## src/rtl/rmw_pkg.sv

```systemverilog
package rmw_pkg;

    // Encodings equal opcode bits [7:5] so that decode is a direct cast.
    typedef enum logic [2:0] {
        K_SLO = 3'd0,
        K_RLA = 3'd1,
        K_SRE = 3'd2,
        K_RRA = 3'd3,
        K_BAD = 3'd4,
        K_DCP = 3'd6,
        K_ISC = 3'd7
    } rmw_kind_e;

    // Encodings equal opcode bits [4:2].
    typedef enum logic [2:0] {
        M_INDX = 3'd0,
        M_ZP   = 3'd1,
        M_IMM  = 3'd2,
        M_ABS  = 3'd3,
        M_INDY = 3'd4,
        M_ZPX  = 3'd5,
        M_ABSY = 3'd6,
        M_ABSX = 3'd7
    } rmw_mode_e;

    typedef struct packed {
        logic n;
        logic v;
        logic z;
        logic c;
    } rmw_flags_t;

    typedef enum logic {
        ST_IDLE,
        ST_RESP
    } rmw_state_e;

endpackage

```

## src/rtl/rmw_decode.sv

```systemverilog
module rmw_decode
    import rmw_pkg::*;
#(
    parameter int LEN_W = 2,
    parameter int CYC_W = 4
) (
    input  logic [7:0]       opcode,
    output rmw_kind_e        kind,
    output logic             legal,
    output logic [LEN_W-1:0] len,
    output logic [CYC_W-1:0] cycles
);

    rmw_mode_e mode;
    logic      shape_ok;

    assign mode     = rmw_mode_e'(opcode[4:2]);
    assign shape_ok = (opcode[1:0] == 2'b11) && (mode != M_IMM);

    always_comb begin
        kind = K_BAD;
        if (shape_ok) begin
            case (opcode[7:5])
                3'b000:  kind = K_SLO;
                3'b001:  kind = K_RLA;
                3'b010:  kind = K_SRE;
                3'b011:  kind = K_RRA;
                3'b110:  kind = K_DCP;
                3'b111:  kind = K_ISC;
                default: kind = K_BAD;
            endcase
        end
    end

    assign legal = (kind != K_BAD);

    always_comb begin
        len    = '0;
        cycles = '0;
        if (legal) begin
            case (mode)
                M_ZP:          begin len = LEN_W'(2); cycles = CYC_W'(5); end
                M_ZPX:         begin len = LEN_W'(2); cycles = CYC_W'(6); end
                M_ABS:         begin len = LEN_W'(3); cycles = CYC_W'(6); end
                M_ABSX, M_ABSY: begin len = LEN_W'(3); cycles = CYC_W'(7); end
                M_INDX, M_INDY: begin len = LEN_W'(2); cycles = CYC_W'(8); end
                default:       begin len = '0;        cycles = '0;        end
            endcase
        end
    end

endmodule

```

## src/rtl/rmw_mem_stage.sv

```systemverilog
module rmw_mem_stage
    import rmw_pkg::*;
#(
    parameter int DATA_W = 8
) (
    input  rmw_kind_e         kind,
    input  logic [DATA_W-1:0] mem_in,
    input  logic              c_in,
    output logic [DATA_W-1:0] mem_new,
    output logic              c_mid
);

    always_comb begin
        mem_new = mem_in;
        c_mid   = c_in;
        case (kind)
            K_SLO:   {c_mid, mem_new} = {mem_in, 1'b0};
            K_RLA:   {c_mid, mem_new} = {mem_in, c_in};
            K_SRE:   {mem_new, c_mid} = {1'b0, mem_in};
            K_RRA:   {mem_new, c_mid} = {c_in, mem_in};
            K_DCP:   mem_new = mem_in - DATA_W'(1);
            K_ISC:   mem_new = mem_in + DATA_W'(1);
            default: begin
                mem_new = mem_in;
                c_mid   = c_in;
            end
        endcase
    end

endmodule

```

## src/rtl/rmw_acc_stage.sv

```systemverilog
module rmw_acc_stage
    import rmw_pkg::*;
#(
    parameter int DATA_W = 8
) (
    input  rmw_kind_e         kind,
    input  logic [DATA_W-1:0] acc_in,
    input  logic [DATA_W-1:0] mem_new,
    input  logic              c_mid,
    input  rmw_flags_t        flags_in,
    output logic [DATA_W-1:0] acc_new,
    output rmw_flags_t        flags_out
);

    localparam int MSB = DATA_W - 1;

    logic [DATA_W:0]   add_sum;
    logic [DATA_W:0]   sub_sum;
    logic              sub_cin;
    logic [DATA_W-1:0] nz_src;

    assign sub_cin = (kind == K_DCP) ? 1'b1 : flags_in.c;
    assign add_sum = {1'b0, acc_in} + {1'b0, mem_new} + (DATA_W+1)'(c_mid);
    assign sub_sum = {1'b0, acc_in} + {1'b0, ~mem_new} + (DATA_W+1)'(sub_cin);

    always_comb begin
        acc_new   = acc_in;
        flags_out = flags_in;
        nz_src    = acc_in;
        case (kind)
            K_SLO: begin
                acc_new     = acc_in | mem_new;
                nz_src      = acc_new;
                flags_out.c = c_mid;
            end
            K_RLA: begin
                acc_new     = acc_in & mem_new;
                nz_src      = acc_new;
                flags_out.c = c_mid;
            end
            K_SRE: begin
                acc_new     = acc_in ^ mem_new;
                nz_src      = acc_new;
                flags_out.c = c_mid;
            end
            K_RRA: begin
                acc_new     = add_sum[MSB:0];
                nz_src      = acc_new;
                flags_out.c = add_sum[DATA_W];
                flags_out.v = ~(acc_in[MSB] ^ mem_new[MSB]) & (acc_in[MSB] ^ add_sum[MSB]);
            end
            K_DCP: begin
                acc_new     = acc_in;
                nz_src      = sub_sum[MSB:0];
                flags_out.c = sub_sum[DATA_W];
            end
            K_ISC: begin
                acc_new     = sub_sum[MSB:0];
                nz_src      = acc_new;
                flags_out.c = sub_sum[DATA_W];
                flags_out.v = (acc_in[MSB] ^ mem_new[MSB]) & (acc_in[MSB] ^ sub_sum[MSB]);
            end
            default: begin
                acc_new   = acc_in;
                flags_out = flags_in;
                nz_src    = acc_in;
            end
        endcase
        if (kind != K_BAD) begin
            flags_out.n = nz_src[MSB];
            flags_out.z = (nz_src == '0);
        end
    end

endmodule

```

## src/rtl/rmw_combo_unit.sv

```systemverilog
module rmw_combo_unit
    import rmw_pkg::*;
#(
    parameter int DATA_W = 8,
    parameter int LEN_W  = 2,
    parameter int CYC_W  = 4
) (
    input  logic              clk,
    input  logic              rst_n,
    input  logic              req_valid,
    input  logic [7:0]        req_opcode,
    input  logic [DATA_W-1:0] req_mem,
    input  logic [DATA_W-1:0] req_acc,
    input  logic [3:0]        req_flags,
    output logic              rsp_valid,
    output logic [DATA_W-1:0] rsp_wdata,
    output logic              rsp_wen,
    output logic [DATA_W-1:0] rsp_acc,
    output logic [3:0]        rsp_flags,
    output logic [LEN_W-1:0]  rsp_len,
    output logic [CYC_W-1:0]  rsp_cycles,
    output logic              rsp_illegal
);

    rmw_state_e        state_q, state_d;
    rmw_kind_e         kind;
    logic              legal;
    logic [LEN_W-1:0]  len;
    logic [CYC_W-1:0]  cycles;
    logic [DATA_W-1:0] mem_new;
    logic              c_mid;
    logic [DATA_W-1:0] acc_new;
    rmw_flags_t        flags_in, flags_new;

    assign flags_in = rmw_flags_t'(req_flags);

    rmw_decode #(.LEN_W(LEN_W), .CYC_W(CYC_W)) u_decode (
        .opcode (req_opcode),
        .kind   (kind),
        .legal  (legal),
        .len    (len),
        .cycles (cycles)
    );

    rmw_mem_stage #(.DATA_W(DATA_W)) u_mem (
        .kind    (kind),
        .mem_in  (req_mem),
        .c_in    (flags_in.c),
        .mem_new (mem_new),
        .c_mid   (c_mid)
    );

    rmw_acc_stage #(.DATA_W(DATA_W)) u_acc (
        .kind      (kind),
        .acc_in    (req_acc),
        .mem_new   (mem_new),
        .c_mid     (c_mid),
        .flags_in  (flags_in),
        .acc_new   (acc_new),
        .flags_out (flags_new)
    );

    // State register
    always_ff @(posedge clk or negedge rst_n) begin
        if (!rst_n) state_q <= ST_IDLE;
        else        state_q <= state_d;
    end

    // Transitions: accept (IDLE->RESP), chain (RESP->RESP), drain (RESP->IDLE)
    always_comb begin
        state_d = state_q;
        unique case (state_q)
            ST_IDLE: state_d = req_valid ? ST_RESP : ST_IDLE;
            ST_RESP: state_d = req_valid ? ST_RESP : ST_IDLE;
        endcase
    end

    assign rsp_valid = (state_q == ST_RESP);

    // Output registers: loaded only on an accepted request
    always_ff @(posedge clk or negedge rst_n) begin
        if (!rst_n) begin
            rsp_wdata   <= '0;
            rsp_wen     <= 1'b0;
            rsp_acc     <= '0;
            rsp_flags   <= '0;
            rsp_len     <= '0;
            rsp_cycles  <= '0;
            rsp_illegal <= 1'b0;
        end else if (req_valid) begin
            rsp_wdata   <= mem_new;
            rsp_wen     <= legal;
            rsp_acc     <= acc_new;
            rsp_flags   <= flags_new;
            rsp_len     <= len;
            rsp_cycles  <= cycles;
            rsp_illegal <= ~legal;
        end
    end

endmodule

```

## config.mk

```make
export PLATFORM = sky130hd
export DESIGN_NAME = rmw_combo_unit
export DESIGN_NICKNAME = d
export VERILOG_FILES = /design/src/rtl/rmw_pkg.sv /design/src/rtl/rmw_decode.sv /design/src/rtl/rmw_mem_stage.sv /design/src/rtl/rmw_acc_stage.sv /design/src/rtl/rmw_combo_unit.sv
export SDC_FILE = /design/constraint.sdc
export NUM_CORES = 1
export LEC_CHECK = 0
export ABC_CLOCK_PERIOD_IN_PS = 900
export BUFFER_PORTS_ARGS = -buffer_cell sky130_fd_sc_hd__buf_2
export CAP_MARGIN = 30
export CORE_UTILIZATION = 30
export CTS_BUF_LIST = sky130_fd_sc_hd__clkbuf_8
export CTS_CLUSTER_SIZE = 12
export DETAILED_ROUTE_END_ITERATION = 8
export PLACE_DENSITY = 0.51
export SKIP_LAST_GASP = 1
export SYNTH_ARGS = -nofsm -noshare
export SYNTH_HDL_FRONTEND = slang
export SYNTH_SLANG_ARGS = --single-unit
```

## constraint.sdc

```tcl
create_clock -name clk -period 0.9 [get_ports clk]
set_clock_uncertainty 0.1 [all_clocks]
set_input_delay 0.09 -clock clk [delete_from_list [all_inputs] [get_ports clk]]
set_output_delay 0.09 -clock clk [all_outputs]
set_load 0.01 [all_outputs]
```

==> impl_metrics.toml, run 1 <==
[grt]
antenna_found_initial = 0
grt_use_met2 = 0.3780
grt_pass1_vias = 3779
grt_usage = 0.2160
grt_start_max_net_pins = 34
grt_overflow_total = 0
grt_pass1_wl_microns = 19010
grt.met1_usage = 0.2688
busiest_layer = "met2"
met3_usage = 0.03863

[placement]
dp_cells = 694
port_buffers = 59
place.gp.congestion = 0.8757
place_hpwl_microns = 8962

[floorplanning]
die-area_sq_mm = 0.01134
pin_count = 60
core_sq_mm = 0.01046
die_w_microns = 106.5
rows = 37
start_util = 0.3130
die_y_microns = 106.5

[logic_synthesis]
ys_seq_area_frac = 0.2216
ys_warn_count = 0
syn_nets = 479
syn-cell-area_sq_mm = 0.003274
synthFlopType = "dfrtp_1"
ys_ff_latch = 29
ys_async_sr_fraction = 1.000
synth_cells = 413
syn_avg_cell_area_sq_um = 7.928
synth_cell_types = 71
synth-edff-count = 0

[min_path]
hp-start = "req_flags[3]"
holdPathEnd = "rsp_flags[3]"
whs_path_depth = 3
hold_path.class = "in -> reg"

[finish]
utilization = 0.5386
nets = 670
final_cells = 741
diodes = 0
area_growth_pct = 72.11
fill_cells = 992
drive_gt1_frac = 0.5421

[worst_setup_path]
critPathMaxFanout = 5
cp_cell_sequence = "buf_8 -> nor3b_4 -> or2_4 -> nor2_4 -> nand2_4 -> inv_2 -> fa_2 -> mux2i_1 -> a22oi_1 -> o22ai_2 -> buf_4 -> fa_2 -> nor3_4 -> nor3_4 -> xnor2_1 -> a21boi_1 -> o311ai_2 -> o31ai_2 -> a31o_1"
startpoint_type = "input pin"
crit_required_ns = 1.02
timing.rr.start = "rsp_wdata[2]"
crit_slowest_cell = "fa_2"
reg2reg_to = "rsp_wdata[2]"
worstPathArrival_ns = 3.79
cpPeakStageDelay_ns = 0.52
r2r_cells = 2
crit_type = "in -> reg"
end_kind = "register"
rrSetupSlack_ns = -0.09

[pwr]
comb_power_share = 0.586
p_switching_w = 0.002330
power_frac_clock = 0.168
p_seq_frac = 0.246
power.leakage_nw = 2.562
p_int_w = 0.003837
p_per_area_mw_per_mm2 = 1094
irDropWorstVdd_mv = 0.9602
swShare = 0.3778

[run_status]
status = "finished with violations"
violations = "setup timing"

[timing]
final_hold_viol_count = 0
fin_crit_sh = 4.086
final.setup.worst_slack_ns = -2.777
drv_slew = 0
holdWs_ns = 0.02066
max_slew_margin = 0.6964
setup_viol = 57
worst_slew_pin_slew_ns = 0.4544
final.setup.tns_ns = -48.12
layout_min_cycle_time_ns = 3.677
max_freq_mhz = 271.9
rsz0062_at_grt = "yes"

[clock_network]
clk_latency_ns = 0.28
clock_path_buffers = 2
clk_pin_slew_ns = 0.07
cts_made_buffers = 5
clock_sinks = 29
htree_levels = 2
tritoncts = "yes"
cts-root-buf = "clkbuf_8"

[routing]
final_antenna_net_count = 0
drtIter0Drc = 205
drt-total-wl_microns = 12220
drc = 0
viasPerCell = 5.028
wl_per_cell_microns = 16.49
vias = 3726
firstDrtPassIters = 4

[flow_run]
maxCapViolCount = 0
## flip-flops by register name (all words and copies together), names as in the netlist
name,count
rsp_wdata,8
rsp_cycles,4
rsp_len,2
rsp_acc,8
rsp_flags,4
rsp_illegal,1
rsp_valid,1
rsp_wen,1
## metal layers
metal / share of wire / vias to the layer above / routed length (microns)
met3: 0.053 / 25 / 652
met1: 0.41 / 1760 / 5033
met2: 0.51 / 91 / 6200
li1: - / 1850 / -
met5: 0 / - / 0
met4: 0.027 / 0 / 334
## per-stage QoR
step / setup slack (ns) / area [sq um] / total power [W]
floorplan: -2.837 / 3458 / 0.003030
global placement: -3.067 / 4634 / 0.004201
detailed placement: -3.189 / 4634 / 0.004232
CTS: -2.652 / 5348 / 0.005914
global route: -2.953 / 5635 / 0.006560
finish: -2.777 / 5635 / 0.006167
## cells in the mapped netlist, drive strengths merged, types with 7 or more instances
library cell | instances | area (sq um)
a21oi | 32 | 160.2
inv | 50 | 187.7
buf | 13 | 75.06
nor3 | 10 | 55.05
nand2 | 41 | 153.9
nand3 | 12 | 60.06
clkbuf | 10 | 38.78
a22oi | 8 | 60.06
o21ai | 35 | 175.2
nand2b | 8 | 50.05
mux2i | 12 | 132.6
dfrtp | 29 | 725.7
o22ai | 12 | 81.33
nor2 | 22 | 87.58
mux2 | 7 | 78.83
xnor2 | 8 | 70.07
ha | 30 | 375.4
## cell families after synthesis
family | count (synthesis) | synth area share
adder cells (fa/ha/maj) | 36 | 0.1483
AO/OA/AOI/OAI | 129 | 0.2545
AND/OR/NAND/NOR | 113 | 0.1689
XOR/XNOR | 11 | 0.02943
buffers and inverters | 73 | 0.09208
multiplexers | 22 | 0.08521
flip-flops | 29 | 0.2216
## power groups by stage
stage,clock (W),sequential [W],combinational (W)
6_report,0.00104,0.00151,0.00362
5_1_grt,0.00113,0.00153,0.00390
4_1_cts,0.00106,0.00151,0.00334
3_5_place_dp,0,0.00153,0.00270
3_3_place_gp,0,0.00153,0.00267
2_1_floorplan,0,0.00160,0.00143
## cell usage in the layout (no fill, tap or decap), types with 12 or more instances in the layout
cell	count
buf_4	121
inv_1	41
a21oi_1	17
ha_1	13
buf_6	29
a21oi_2	12
o21ai_0	17
nor2_1	16
dfrtp_1	29
ha_4	12
nand2_1	38
buf_2	51
## critical path, delay by kind of cell
| family | cells | cell delay [ns] |
|---|---|---|
| AOI/OAI and AO/OA | 6 | 1.20 |
| and+or+nand+nor | 6 | 1.00 |
| adders and majority gates | 2 | 0.89 |
| buffers and inverters | 3 | 0.32 |
| xor gates and xnor gates | 1 | 0.22 |
| muxes | 1 | 0.06 |
## how the worst max path moves through the flow
stage	slack (ns)	depth (start not counted)	from	to
after floorplan	-2.84	22	req_opcode[3]	rsp_flags[1]
after global routing	-2.95	19	req_opcode[4]	rsp_flags[1]
after CTS	-2.65	22	req_opcode[3]	rsp_flags[1]
after global placement	-3.07	20	req_opcode[4]	rsp_flags[1]
after detailed placement	-3.19	21	req_opcode[4]	rsp_flags[1]
final	-2.78	19	req_opcode[4]	rsp_flags[1]
## final cells by class
class                           count  area [sq um]  area share
Clock buffer                        5         68.82     0.01221
Clock inverter                      3         13.76    0.002442
Inverter                           50         192.7     0.03419
Multi-Input combinational cell    311          2884      0.5118
Sequential cell                    29         725.7      0.1288
Tap cell                          136         170.2     0.03020
Timing Repair Buffer              207          1580      0.2804
## repair_timing
action	4_1_cts	5_1_grt
endpoints found under the setup margin	57	57
hold buffers	2	0
gates resized for setup	104	47
endpoints found under the hold margin	31	0
setup buffers	29	17
pin swaps	52	33
gates cloned	0	0
No activity file was read; power rests on OpenSTA's default activity.
==> inputs of run 2 (changes only) <==
--- a/config.mk
+++ b/config.mk
@@ -5,6 +5,7 @@
 export SDC_FILE = /design/constraint.sdc
 export NUM_CORES = 1
 export LEC_CHECK = 0
+export ABC_AREA = 1
 export ABC_CLOCK_PERIOD_IN_PS = 900
 export BUFFER_PORTS_ARGS = -buffer_cell sky130_fd_sc_hd__buf_2
 export CAP_MARGIN = 30
==> run 2 against run 1 <==
The run ends with hold timing, setup timing left. Wire length increased by 7.7%. Sequential power about the same. Largest power group unchanged. Worst hold slack got worse by 0.028 ns. Total power increased by 6.7%. Register-to-register slack about the same. Synthesized cell count increased by 24%. Critical endpoint unchanged. Largest cell class unchanged.
==> impl_metrics.toml, run 2 <==
[logic_synthesis]
synth.mux.area_fraction = 0
synth-edff-count = 0
synth_cell_types = 42
ys_async_sr_fraction = 1.000
synthXorXnorAreaFrac = 0.01068
synth_top_area_share = 0.2213
synth_top_family_by_area = "simple AND/OR/NAND/NOR gates"
synthFlopType = "dfrtp_1"
ys_seq_area_frac = 0.2213
ys_top_cells_by_count = "nand2_1 (146), inv_1 (76), nand3_1 (45)"
syn-cell-area_sq_mm = 0.003279
synth_area_leaders = "dfrtp_1 (22%), nand2_1 (17%), ha_1 (11%)"
yosysTopAreaCell = "dfrtp_1"
synth-compound-area-share = 0.1370
syn_avg_cell_area_sq_um = 6.405
ys_warn_count = 0
synth-adder-area-share = 0.1450
synth.most_common_cell = "nand2_1"
yosys.area_share.simple = 0.3697
synth_cells = 512
ys_ff_latch = 29
syn_nets = 578

[run_status]
violations = "hold timing, setup timing"
status = "finished with violations"

[routing]
final_antenna_net_count = 0
drt-total-wl_microns = 13160
firstDrtPassIters = 5
viasPerCell = 4.834
drc = 0
wl_per_cell_microns = 14.95
vias = 4254
drtIter0Drc = 183

[flow_run]
maxCapViolCount = 0

[grt]
grt_pass1_wl_microns = 20490
grt_usage = 0.2315
grt_pass1_vias = 4208
grt_start_max_net_pins = 31
antenna_found_initial = 0
grt_overflow_total = 0

[finish]
final_cells = 880
drive_gt1_frac = 0.5430
multi_input_area_sq_mm = 0.002905
diodes = 0
seq_area_sq_um = 725.7
area_growth_pct = 86.38
most-common-layout-cells = "buf_4 (146), nand2_1 (121), inv_1 (55)"
final_common_cell = "buf_4"
nets = 809
fill_cells = 948
top_regs = "rsp_acc: 8 flops, rsp_wdata: 8 flops"
utilization = 0.5842

[timing]
final.setup.worst_slack_ns = -2.308
max_freq_mhz = 311.7
rsz0062_at_grt = "yes"
setup_viol = 57
worst_slew_pin_slew_ns = 0.4391
final_hold_viol_count = 1
drv_slew = 0
layout_min_cycle_time_ns = 3.208
fin_crit_sh = 3.564
max_slew_margin = 0.7069
holdWs_ns = -0.006904

[floorplanning]
rows = 37
pin_count = 60
start_util = 0.3134
die_w_microns = 106.6
die_y_microns = 106.6
core_sq_mm = 0.01046
die-area_sq_mm = 0.01135

[clock_network]
tritoncts = "yes"
clock_sinks = 29
htree_levels = 2
clock_path_buffers = 2
ctsHoldBuffers = 3
clk_latency_ns = 0.29
cts-root-buf = "clkbuf_8"
cts_made_buffers = 5
clk_pin_slew_ns = 0.06

[worst_setup_path]
startpoint_type = "input pin"
crit_type = "in -> reg"
critPathMaxFanout = 7
crit_required_ns = 1.03
end_kind = "register"
timing.rr.start = "rsp_wdata[6]"
startpoint = "req_opcode[2]"
worstPathArrival_ns = 3.34

[pwr]
irDropWorstVdd_mv = 0.8637
p_per_area_mw_per_mm2 = 1076
power.leakage_nw = 3.149
power_w = 0.006578

[placement]
place.gp.congestion = 0.8860
place_hpwl_microns = 9742
dp_cells = 823
port_buffers = 59

[min_path]
hp-start = "req_opcode[2]"
hold_path.class = "in -> reg"
==> run 2: cell count changes after synthesis, moves of 8 or more <==
cell | previous run | this run
inv_1 | 49 | 76
inv_2 | 1 | 9
mux2i_1 | 11 | 0
nand2_1 | 41 | 146
nand2b_1 | 8 | 0
nand3_1 | 12 | 45
nand4_1 | 1 | 13
nor2_1 | 20 | 40
o21ai_0 | 34 | 15
o21ai_1 | 1 | 18
o22ai_1 | 11 | 1
==> run 2: area by class of cell <==
class,instances,share of cell area
clock inverters,2,0.005527
flip-flops and latches,29,0.1187
clock buffers,6,0.01351
multi-input cells,386,0.4753
repair buffers,234,0.2991
inverters,87,0.05998
well taps,136,0.02784
==> run 2: final timing paths <==
path / endpoint / slack [ns] / cells past startpoint
worst max-delay path: rsp_flags[1] / -2.31 / 26
worst min-delay path: rsp_cycles[3] / -0.007 / 3
worst max register to register: rsp_wdata[6] / -0.08 / 4
worst min register to register: rsp_len[1] / 0.38 / 2
max in group asynchronous: rsp_acc[4] / 0.34 / 3
min in group asynchronous: rsp_cycles[0] / 0.20 / 3
==> run 2: repair_timing <==
action | 4_1_cts | 5_1_grt
endpoints found under the setup margin | 57 | 57
pin swaps | 54 | 54
hold endpoints to repair | 32 | 1
resized for setup | 114 | 63
buffers inserted | 35 | 16
==> run 2: kinds of logic after synthesis <==
kind of cell,count (synthesis)
AO/OA/AOI/OAI,80
XOR/XNOR,4
adder cells (fa/ha/maj),35
buffers and inverters,97
flip-flops,29
AND/OR/NAND/NOR,267
==> run 2: stage by stage <==
step	setup WS (ns)	setup TNS (ns)	cell area, sq um	hold WS, ns
after floorplan	-2.280	-32.65	3538	-0.3056
after global placement	-2.745	-46.47	4918	-0.04696
after detailed placement	-2.816	-47.49	4918	-0.04239
after CTS	-2.151	-35.58	5747	-0.02519
after global routing	-2.490	-41.54	6112	-0.008552
final	-2.308	-37.30	6112	-0.006904
==> run 2: critical path, stage by stage <==
cell	delay, ns
buf_8	0.10
inv_6	0.05
nand3_4	0.08
nand2_4	0.07
nor3_4	0.05
nand2_4	0.16
buf_12	0.14
inv_8	0.03
fa_2	0.53
nor2_2	0.04
a221oi_2	0.18
o21ai_2	0.11
buf_6	0.14
fa_2	0.39
nand3_2	0.11
nand3_4	0.08
or2_4	0.24
nand3_4	0.09
nand2_1	0.06
nor2_1	0.09
nand2_1	0.06
nor2_1	0.08
nand2_1	0.07
nor2_1	0.12
nand3_1	0.08
nand2_1	0.07
==> run 2: report_power, final <==
| part | internal (W) | switching (W) | total (W) | leakage [nW] |
|---|---|---|---|---|
| clock | 0.000890 | 0.000524 | 0.00141 | 0.0626 |
| sequential | 0.00144 | 0.0000748 | 0.00151 | 0.361 |
| combinational | 0.00180 | 0.00186 | 0.00365 | 2.72 |
==> run 2: per-layer routing <==
metal	track usage	wire, microns	vias to the layer above
met2	0.4105	6459	106
met3	0.02820	458	30
li1	-	-	2121
met4	0.09100	430	0
met1	0.2835	5809	1997
met5	0	0	-
